<file path="src/rtl/dcb_pkg.sv">
package dcb_pkg;

    localparam int WORD_W = 24;
    localparam int DATA_W = 16;

    typedef enum logic [3:0] {
        CMD_LOAD            = 4'h0,
        CMD_COMMIT          = 4'h1,
        CMD_LOAD_COMMIT_ALL = 4'h2,
        CMD_LOAD_COMMIT     = 4'h3,
        CMD_SLEEP           = 4'h4,
        CMD_SLEEP_CHIP      = 4'h5,
        CMD_REF_INT         = 4'h6,
        CMD_REF_EXT         = 4'h7,
        CMD_IDLE            = 4'hF
    } dcb_cmd_e;

    localparam logic [3:0] ADDR_ALL = 4'hF;

    typedef struct packed {
        logic [3:0]        op;
        logic [3:0]        addr;
        logic [DATA_W-1:0] data;
    } dcb_word_t;

    // Control pulses for the reference and chip-wide state
    typedef struct packed {
        logic int_sel;
        logic ext_sel;
        logic chip_down;
        logic wake;
    } dcb_ref_ctl_t;

    function automatic logic addr_in_range(input logic [3:0] addr, input int n_ch);
        return (addr == ADDR_ALL) || (32'(addr) < n_ch);
    endfunction

endpackage

</file>
<file path="src/rtl/dcb_decode.sv">
module dcb_decode
    import dcb_pkg::*;
#(
    parameter int N_CH   = 8,
    parameter int CODE_W = 12
) (
    input  logic                     cmd_valid,
    input  logic [WORD_W-1:0]        cmd_word,
    output logic [N_CH-1:0]          wr_mask,
    output logic [N_CH-1:0]          upd_mask,
    output logic [N_CH-1:0]          pd_mask,
    output logic [CODE_W-1:0]        code,
    output dcb_ref_ctl_t             ref_ctl
);

    localparam int PAD_W = DATA_W - CODE_W;
    localparam logic [N_CH-1:0] ONE_HOT0 = {{(N_CH-1){1'b0}}, 1'b1};

    dcb_word_t       fields;
    logic [N_CH-1:0] hit;
    logic            addr_ok;
    logic            go;

    assign fields = dcb_word_t'(cmd_word);

    generate
        if (PAD_W > 0) begin : g_pad
            logic pad_unused;
            assign pad_unused = ^fields.data[PAD_W-1:0];
        end
    endgenerate

    always_comb begin
        code    = fields.data[DATA_W-1 -: CODE_W];
        addr_ok = addr_in_range(fields.addr, N_CH);
        if (fields.addr == ADDR_ALL) begin
            hit = '1;
        end else if (32'(fields.addr) < N_CH) begin
            hit = ONE_HOT0 << fields.addr;
        end else begin
            hit = '0;
        end
        go = cmd_valid && addr_ok;

        wr_mask  = '0;
        upd_mask = '0;
        pd_mask  = '0;
        ref_ctl  = '0;
        if (go) begin
            case (fields.op)
                CMD_LOAD: wr_mask = hit;
                CMD_COMMIT: begin
                    upd_mask     = hit;
                    ref_ctl.wake = 1'b1;
                end
                CMD_LOAD_COMMIT_ALL: begin
                    wr_mask      = hit;
                    upd_mask     = '1;
                    ref_ctl.wake = 1'b1;
                end
                CMD_LOAD_COMMIT: begin
                    wr_mask      = hit;
                    upd_mask     = hit;
                    ref_ctl.wake = 1'b1;
                end
                CMD_SLEEP: pd_mask = hit;
                CMD_SLEEP_CHIP: begin
                    pd_mask           = '1;
                    ref_ctl.chip_down = 1'b1;
                end
                CMD_REF_INT: begin
                    ref_ctl.int_sel = 1'b1;
                    ref_ctl.wake    = 1'b1;
                end
                CMD_REF_EXT: ref_ctl.ext_sel = 1'b1;
                default: ;
            endcase
        end
    end

    // no channel is asked to wake and sleep at once
    always_comb begin
        assert_wake_sleep_excl_R6: assert ((upd_mask & pd_mask) == '0);
        assert_ref_sel_excl_R8: assert (!(ref_ctl.int_sel && ref_ctl.ext_sel));
    end

endmodule

</file>
<file path="src/rtl/dcb_channel.sv">
module dcb_channel #(
    parameter int CODE_W = 12
) (
    input  logic              clk,
    input  logic              rst,
    input  logic              wr,
    input  logic              upd,
    input  logic              pd_set,
    input  logic [CODE_W-1:0] code_in,
    output logic [CODE_W-1:0] act_code,
    output logic              pd
);

    logic [CODE_W-1:0] stage_q;
    logic [CODE_W-1:0] act_q;
    logic              pd_q;

    always_ff @(posedge clk) begin
        if (rst) begin
            stage_q <= '0;
            act_q   <= '0;
            pd_q    <= 1'b1;
        end else begin
            if (wr) begin
                stage_q <= code_in;
            end
            if (upd) begin
                act_q <= wr ? code_in : stage_q;
                pd_q  <= 1'b0;
            end else if (pd_set) begin
                pd_q <= 1'b1;
            end
        end
    end

    assign act_code = act_q;
    assign pd       = pd_q;

    // a staging write alone never touches the active code
    assert_stage_only_R2: assert property (@(posedge clk) disable iff (rst)
        (wr && !upd) |=> $stable(act_code));

    // a commit always leaves the channel powered
    assert_commit_wakes_R3: assert property (@(posedge clk) disable iff (rst)
        upd |=> !pd);

    // powering down keeps the active code
    assert_sleep_keeps_code_R6: assert property (@(posedge clk) disable iff (rst)
        (pd_set && !upd) |=> (pd && $stable(act_code)));

endmodule

</file>
<file path="src/rtl/dcb_ref.sv">
module dcb_ref
    import dcb_pkg::*;
(
    input  logic         clk,
    input  logic         rst,
    input  dcb_ref_ctl_t ctl,
    output logic         ref_int_sel,
    output logic         ref_int_on,
    output logic         chip_pd
);

    logic sel_q;
    logic on_q;
    logic chip_q;

    always_ff @(posedge clk) begin
        if (rst) begin
            sel_q  <= 1'b0;
            on_q   <= 1'b0;
            chip_q <= 1'b1;
        end else begin
            if (ctl.int_sel) begin
                sel_q <= 1'b1;
                on_q  <= 1'b1;
            end
            if (ctl.ext_sel) begin
                sel_q <= 1'b0;
                on_q  <= 1'b0;
            end
            if (ctl.chip_down) begin
                on_q   <= 1'b0;
                chip_q <= 1'b1;
            end else if (ctl.wake) begin
                chip_q <= 1'b0;
            end
        end
    end

    assign ref_int_sel = sel_q;
    assign ref_int_on  = on_q;
    assign chip_pd     = chip_q;

    // internal reference powered only while selected
    assert_on_needs_int_R8: assert property (@(posedge clk) disable iff (rst)
        ref_int_on |-> ref_int_sel);

    // a chip-wide sleep turns the internal reference off
    assert_chip_down_ref_off_R7: assert property (@(posedge clk) disable iff (rst)
        ctl.chip_down |=> (chip_pd && !ref_int_on));

    // waking commands clear the chip-wide flag
    assert_wake_clears_chip_R7: assert property (@(posedge clk) disable iff (rst)
        ctl.wake |=> !chip_pd);

endmodule

</file>
<file path="src/rtl/dac_cmd_bank.sv">
module dac_cmd_bank
    import dcb_pkg::*;
#(
    parameter int N_CH   = 8,
    parameter int CODE_W = 12
) (
    input  logic                     clk,
    input  logic                     rst,
    input  logic                     cmd_valid,
    input  logic [WORD_W-1:0]        cmd_word,
    output logic [N_CH*CODE_W-1:0]   active_code,
    output logic [N_CH-1:0]          chan_pd,
    output logic                     ref_int_sel,
    output logic                     ref_int_on,
    output logic                     chip_pd
);

    logic [N_CH-1:0]   wr_mask;
    logic [N_CH-1:0]   upd_mask;
    logic [N_CH-1:0]   pd_mask;
    logic [CODE_W-1:0] code;
    dcb_ref_ctl_t      ref_ctl;

    dcb_decode #(
        .N_CH   (N_CH),
        .CODE_W (CODE_W)
    ) i_decode (
        .cmd_valid (cmd_valid),
        .cmd_word  (cmd_word),
        .wr_mask   (wr_mask),
        .upd_mask  (upd_mask),
        .pd_mask   (pd_mask),
        .code      (code),
        .ref_ctl   (ref_ctl)
    );

    generate
        for (genvar ch = 0; ch < N_CH; ch++) begin : g_ch
            dcb_channel #(
                .CODE_W (CODE_W)
            ) i_channel (
                .clk      (clk),
                .rst      (rst),
                .wr       (wr_mask[ch]),
                .upd      (upd_mask[ch]),
                .pd_set   (pd_mask[ch]),
                .code_in  (code),
                .act_code (active_code[ch*CODE_W +: CODE_W]),
                .pd       (chan_pd[ch])
            );
        end
    endgenerate

    dcb_ref i_ref (
        .clk         (clk),
        .rst         (rst),
        .ctl         (ref_ctl),
        .ref_int_sel (ref_int_sel),
        .ref_int_on  (ref_int_on),
        .chip_pd     (chip_pd)
    );

    // nothing moves without a valid strobe
    assert_idle_holds_R10: assert property (@(posedge clk) disable iff (rst)
        !cmd_valid |=> ($stable(active_code) && $stable(chan_pd) &&
                        $stable(ref_int_sel) && $stable(ref_int_on) && $stable(chip_pd)));

    // a reserved address changes nothing
    assert_bad_addr_holds_R10: assert property (@(posedge clk) disable iff (rst)
        (cmd_valid && !addr_in_range(cmd_word[19:16], N_CH)) |=>
            ($stable(active_code) && $stable(chan_pd) && $stable(chip_pd)));

endmodule

</file>
<file path="config.mk">
export PLATFORM = sky130hd
export DESIGN_NAME = dac_cmd_bank
export DESIGN_NICKNAME = d
export VERILOG_FILES = /design/src/rtl/dcb_pkg.sv /design/src/rtl/dcb_decode.sv /design/src/rtl/dcb_channel.sv /design/src/rtl/dcb_ref.sv /design/src/rtl/dac_cmd_bank.sv
export SDC_FILE = /design/constraint.sdc
export NUM_CORES = 1
export LEC_CHECK = 0
export BUFFER_PORTS_ARGS = -buffer_cell sky130_fd_sc_hd__buf_2
export CORE_MARGIN = 8
export CORE_UTILIZATION = 40
export CTS_CLUSTER_DIAMETER = 150
export DETAILED_ROUTE_END_ITERATION = 8
export PLACE_DENSITY = 0.71
export RECOVER_POWER = 50
export SLEW_MARGIN = 20
export SYNTH_ARGS = -nofsm -noshare
export SYNTH_HDL_FRONTEND = slang
export SYNTH_SLANG_ARGS = --single-unit
</file>
<file path="constraint.sdc">
create_clock -name clk -period 2.7 [get_ports clk]
set_input_delay 0.54 -clock clk [delete_from_list [all_inputs] [get_ports clk]]
set_output_delay 0.54 -clock clk [all_outputs]
set_load 0.05 [all_outputs]
</file>
==> results.sh, run 1 <==
export IMPL_clock_skew_ps=4.62
export IMPL_path_depth=7
export IMPL_wl_per_cell_um=17.2
export IMPL_dieArea_um2=23000
export IMPL_synth_cell_types=32
export IMPL_cts_buffers=22
export IMPL_avgSynthCellArea_um2=9.90
export IMPL_syn_nets=772
export IMPL_timing_rr_start="g_ch[5].i_channel.stage_q[1]"
export IMPL_grt_pass1_wl_mm=29.3
export IMPL_hold_violations=0
export IMPL_final_common_cell="dfxtp_1"
export IMPL_crit_family="compound AO/OA/AOI/OAI gates"
export IMPL_clkSlewWorstSetupHoldPaths_ps=60
export IMPL_synth_cells=745
export IMPL_tightest_slew_ps=884
export IMPL_min_path_type="input port to flop"
export IMPL_seq_area_frac_synth_pct=55.1
export IMPL_initial_utilization_pct=40.9
export IMPL_io_pins=134
export IMPL_row_count=49
export IMPL_first_pass_iters=5
export IMPL_grt_setup_unrepaired="false"
export IMPL_place_inst=1048
export IMPL_port_buffers=129
export IMPL_slew_headroom_pct=41.1
export IMPL_yosys_warnings=0
export IMPL_period_share_pct=84.2
export IMPL_cts_sinks=203
export IMPL_maxCapViolations=0
export IMPL_synth_area_leaders="dfxtp_1, mux2i_1, nor2_1"
export IMPL_cp_slowest_stage_delay_ps=640
export IMPL_cts_tree="done"
export IMPL_fmax_ghz=0.440
export IMPL_r2r_slack_ps=1930
export IMPL_hpwlAfterDp_mm=11.9
export IMPL_grt_pass1_vias=5273
export IMPL_rr_worst_depth=2
export IMPL_clock_path_buffers=3
export IMPL_stdcell_count=1087
export IMPL_nNetsFinal=870
export IMPL_critPathKind="input port to flop"
export IMPL_core_area_um2=18000
export IMPL_final_fill_count=1824
export IMPL_grt_start_max_net_pins=89
export IMPL_synth_area_um2=7380
export IMPL_gp_congestion=0.745
export IMPL_crit_path_start_kind="input port"
export IMPL_chipWidth_um=152
export IMPL_synth_top_area_share_pct=55.1
export IMPL_whs_path_depth=2
export IMPL_drt_iter0_drc=248
export IMPL_cpMaxStageDelayCell="a2111oi_4"
export IMPL_hold_end="g_ch[0].i_channel.stage_q[9]"
export IMPL_power_leakage_uw=0.00375
export IMPL_grt_overflow=0
export IMPL_antenna_found_initial=2
export IMPL_worstPathArrival_ps=2630
export IMPL_wl_mm=18.7
export IMPL_grt_usage_pct=15.5
export IMPL_status="finished, final reports clean"
export IMPL_r2r_end="g_ch[5].i_channel.act_code[1]"
export IMPL_irDropWorstVdd_mv=0.556
export IMPL_die_h_um=152
export IMPL_period_minus_slack_ps=2270
export IMPL_h_tree_depth=1
export IMPL_via_count=5423
export IMPL_fin_tns_setup_ps=0
export IMPL_cts_hold_fix_buffers=0
export IMPL_yosys_area_top_type="dfxtp_1"
export IMPL_drive_gt1_share_pct=9.68
export IMPL_holdCritStartpoint="rst"
export IMPL_worst_path_buf_inv=2
export IMPL_crit_path_end_kind="flop"
export IMPL_postRouteAntennaNets=0
export IMPL_setup_viol=0
export IMPL_clk_latency_ps=490
export IMPL_post_cts_setup_buffers=0
export IMPL_ctsRootBufferMaster="clkbuf_16"
export IMPL_worstPathCellList="buf_2 -> nand3_1 -> a2111oi_4 -> nand2_1 -> clkbuf_1 -> mux2i_1 -> a211oi_1"
export IMPL_holdWs_ps=388
export IMPL_area_growth_pct=18.5
export IMPL_cp_required_ps=3060
export IMPL_ys_ff_latch=203
export IMPL_power_density_nw_per_um2=746
export IMPL_ctsResizeCount=0
export IMPL_vias_per_cell=4.99
export IMPL_drc=0
export IMPL_layout_common_cells="dfxtp_1, nor2_1, clkbuf_1"
export IMPL_crit_fanout=12
export IMPL_slew_viol_final=0
worst register-to-register path, stage by stage, from the launching register on:
cell      delay, ps
dfxtp_1         290
mux2i_1         240
a211oi_1        110
synthesized netlist by cell type:
cell and instances:
a21oi_2 7, nor3_1 1, buf_2 14, a211oi_4 1, nand4_1 3, or4_1 1, and3_1 5, xnor2_1 3
nor4b_1 3, nand2_1 6, clkbuf_1 47, o21a_1 4, nand3_1 1, a21oi_1 7, mux2i_1 96, inv_1 3
buf_4 14, a311oi_1 1, dfxtp_1 203, a211oi_1 97, a211o_1 1, nor2b_1 2, o21ai_1 3, or3_1 3
a2111oi_4 1, a21o_1 1, a2111oi_2 1, and4_1 1, o21ai_0 6, nor2_1 199, o21bai_1 8, nand2b_1 2
per-layer routing:
layer,up-vias,share of wire (%),global-route usage (%)
met1,2501,46,19.4
met4,2,2.2,4.20
met2,121,46,25.7
met3,34,5.7,4.32
met5,-,0.064,0
li1,2765,-,-
cell type report:
class | count | area [µm²] | share of cell area [%]
sequential | 203 | 4060 | 46.5
multi-input combinational | 464 | 2950 | 33.7
timing repair buffer | 149 | 676 | 7.73
clock buffer | 32 | 649 | 7.43
tap | 229 | 287 | 3.28
clock inverter | 6 | 105 | 1.20
inverter | 3 | 11.3 | 0.129
antenna | 1 | 2.50 | 0.0286
logic make-up (layout without fill, tap and decap cells):
| kind of cell | Yosys count | in the layout | share of synthesized area [%] |
|---|---|---|---|
| and+or+nand+nor | 227 | 227 | 12.4 |
| DFF | 203 | 203 | 55.1 |
| AOI/OAI and AO/OA | 138 | 138 | 14.2 |
| muxes | 96 | 96 | 13.0 |
| buffers and inverters | 78 | 190 | 4.92 |
| xor gates and xnor gates | 3 | 3 | 0.356 |
| other | 0 | 1 | 0 |
worst max-delay path by stage:
| stage | start | endpoint | slack [ps] |
|---|---|---|---|
| 3_5_place_dp | cmd_word[16] | g_ch[1].i_channel.act_code[6] | 110 |
| 6_report | cmd_word[16] | g_ch[5].i_channel.act_code[1] | 430 |
| 4_1_cts | cmd_word[16] | g_ch[2].i_channel.act_code[11] | 570 |
| 5_1_grt | cmd_word[16] | g_ch[5].i_channel.act_code[1] | 210 |
| 2_1_floorplan | cmd_word[18] | g_ch[1].i_channel.act_code[1] | 610 |
| 3_3_place_gp | cmd_word[17] | g_ch[4].i_channel.act_code[2] | 180 |
metrics by stage:
stage	instance area [µm²]	worst slack [ps]	total power, µW	utilization, %
finish	8740	428	6520	48.5
detailed placement	8140	114	3510	45.2
floorplan	7380	608	3390	-
global route	8740	211	6760	48.5
global placement	8140	177	3500	45.2
CTS	8890	572	6620	49.3
state kept, by name (all words and copies together), names as in the netlist:
| signal | cells |
|---|---|
| g_ch.i_channel.act_code | 96 |
| i_ref.ref_int_sel | 1 |
| g_ch.i_channel.pd | 8 |
| i_ref.ref_int_on | 1 |
| i_ref.chip_pd | 1 |
| g_ch.i_channel.stage_q | 96 |
power by group:
group / internal [µW] / total (µW) / switching [µW] / leakage (µW)
Clock: 1950 / 3090 / 1150 / 0.000372
Combinational: 85.3 / 380 / 295 / 0.00174
Sequential: 3030 / 3050 / 17.3 / 0.00164
Total: 5060 / 6520 / 1460 / 0.00375
No activity file was read; power rests on OpenSTA's default activity.
==> run 2, diff against run 1 <==
ABC_AREA = 1   (was not set)
PLACE_DENSITY = 0.72   (was 0.71)
clock period = 1.88 ns   (was 2.7 ns; I/O delays follow)
==> results.sh, run 2 <==
export IMPL_status="finished, final reports clean"
export IMPL_grt_overflow=0
export IMPL_grt_pass1_wl_mm=35.8
export IMPL_post_cts_setup_buffers=0
export IMPL_cts_hold_fix_buffers=0
export IMPL_final_fill_count=2144
export IMPL_layout_setup_ws_ps=319
export IMPL_synth_cells=1225
export IMPL_crit_path_end_kind="flop"
export IMPL_hpwlAfterDp_mm=14.7
export IMPL_final_area_um2=10200
export IMPL_critPathKind="input port to flop"
export IMPL_power_leakage_uw=0.00482
export IMPL_finalPower_uw=9410
export IMPL_fmax_ghz=0.641
export IMPL_io_pins=134
export IMPL_wl_per_cell_um=13.8
export IMPL_fin_tns_setup_ps=0
export IMPL_irDropWorstVdd_mv=0.527
export IMPL_holdWs_ps=301
export IMPL_via_count=7576
export IMPL_yosys_area_top_type="dfxtp_1"
export IMPL_maxCapViolations=0
export IMPL_chipWidth_um=161
export IMPL_tightest_slew_ps=544
export IMPL_worstPathArrival_ps=2000
export IMPL_clock_path_buffers=3
export IMPL_grt_start_max_net_pins=73
export IMPL_area_growth_pct=20.3
export IMPL_layout_common_cells="nand2_1, nor2_1, dfxtp_1"
export IMPL_clkSlewWorstSetupHoldPaths_ps=60
export IMPL_path_common_cell="nand2_1"
export IMPL_period_minus_slack_ps=1560
export IMPL_grt_setup_unrepaired="false"
export IMPL_ctsResizeCount=0
export IMPL_dieArea_um2=26000
export IMPL_ctsRootBufferMaster="clkbuf_16"
export IMPL_synth_top_area_share_pct=48.1
export IMPL_drt_iter0_drc=428
export IMPL_drc=0
export IMPL_seq_area_frac_synth_pct=48.1
export IMPL_min_path_type="input port to flop"
export IMPL_hold_violations=0
export IMPL_cts_tree="done"
export IMPL_cp_slowest_stage_delay_ps=380
export IMPL_setup_viol=0
export IMPL_power_density_nw_per_um2=926
export IMPL_synth_flop_cell="dfxtp_1"
export IMPL_initial_utilization_pct=40.5
export IMPL_row_count=53
export IMPL_synth_cell_types=27
export IMPL_cts_sinks=203
export IMPL_h_tree_depth=1
export IMPL_die_h_um=161
export IMPL_yosys_warnings=0
export IMPL_pre_cts_ws_ps=55.9
export IMPL_yosysMostFrequentCell="nand2_1"
export IMPL_first_pass_iters=6
export IMPL_port_buffers=129
export IMPL_ys_ff_latch=203
export IMPL_gp_congestion=0.823
export IMPL_crit_path_start_kind="input port"
export IMPL_syn_nets=1252
export IMPL_nNetsFinal=1375
export IMPL_grt_pass1_vias=6865
export IMPL_avgSynthCellArea_um2=6.90
export IMPL_synth_area_um2=8450
export IMPL_cts_buffers=22
export IMPL_regArea_um2=4060
export IMPL_placed_cell_area_um2=9450
export IMPL_period_share_pct=83.0
export IMPL_postRouteAntennaNets=0
export IMPL_clk_latency_ps=500
export IMPL_antenna_found_initial=3
export IMPL_drive_gt1_share_pct=16.6
export IMPL_wl_mm=22.6
export IMPL_cp_required_ps=2320
export IMPL_final_common_cell="nand2_1"
export IMPL_slew_headroom_pct=63.6
export IMPL_clock_skew_ps=9.00
export IMPL_vias_per_cell=4.62
export IMPL_slew_viol_final=0
export IMPL_crit_fanout=13
export IMPL_synth_area_leaders="dfxtp_1, nand2_1, nor2_1"
export IMPL_synthTopCellsByCount="nand2_1, nor2_1, dfxtp_1, inv_1, nand3_1"
export IMPL_synth_edf_count=0
export IMPL_core_area_um2=20900
export IMPL_async_flop_share_pct=0
export IMPL_worstPathCellList="buf_2 -> nand3_2 -> nand2_1 -> nand2_2 -> nor2_1 -> o21ai_0 -> a21o_1 -> nand2_1"
export IMPL_grt_usage_pct=16.7
export IMPL_cpMaxStageDelayCell="nand2_2"
export IMPL_multi_input_area_um2=3480
-- run 2: changes by cell type after synthesis, moves of 6 or more --
cell	delta
a21oi_4	+8
nand2_1	+363
mux2i_1	-96
buf_6	+13
a211oi_1	-97
o21bai_1	-6
a21oi_1	+18
o21ai_0	+9
inv_1	+105
a21oi_2	-7
nor2_1	+101
nand3_1	+92
clkbuf_1	-29
-- run 2: worst max-delay path: cells and delay by family --
| kind | cells | cell delay [ps] |
|---|---|---|
| AOI/OAI and AO/OA | 2 | 380 |
| and+or+nand+nor | 5 | 1100 |
| buffers and inverters | 1 | 140 |
-- run 2: layout make-up --
type                       instances  share of cell area, %
antenna                            1                 0.0246
clock buffer                      30                   6.12
clock inverter                    10                   1.03
inverter                         114                   4.21
multi-input combinational        835                   34.3
sequential                       203                   40.0
tap                              275                   3.38
timing repair buffer             172                   11.0
-- run 2: metrics by stage --
step | cells | util (%)
floorplan | 1225 | -
global placement | 1599 | 45.3
detailed placement | 1599 | 45.3
CTS | 1639 | 48.7
global route | 1639 | 48.7
finish | 1640 | 48.7
-- run 2: worst paths after layout --
check	startpoint	endpoint	slack, ps	cells after the start
setup / recovery	cmd_word[16]	g_ch[0].i_channel.pd	320	8
hold / removal	cmd_word[21]	i_ref.ref_int_sel	300	4
setup reg to reg	g_ch[6].i_channel.stage_q[6]	g_ch[6].i_channel.act_code[6]	1130	6
hold reg to reg	i_ref.chip_pd	i_ref.chip_pd	460	1
-- run 2: cell families (layout without fill, tap and decap cells) --
group,after synthesis,after routing,synth area share (%)
flip-flops,203,203,48.1
AO/OA/AOI/OAI,60,60,4.77
other,0,1,0
buffers and inverters,187,326,10.6
AND/OR/NAND/NOR,775,775,36.6
-- run 2: power breakdown --
part / switching [µW] / internal (µW) / leakage [µW]
clock network: 1700 / 2590 / 0.000356
registers: 23.1 / 4360 / 0.00164
logic: 547 / 192 / 0.00282
-- run 2: layer usage --
metal	vias up	global-route usage [%]	part of all wire, %
met1	3360	22.2	45
li1	3955	-	-
met4	6	4.12	1.6
met2	223	26.9	45
met3	32	3.72	8.6
met5	-	0	0.17
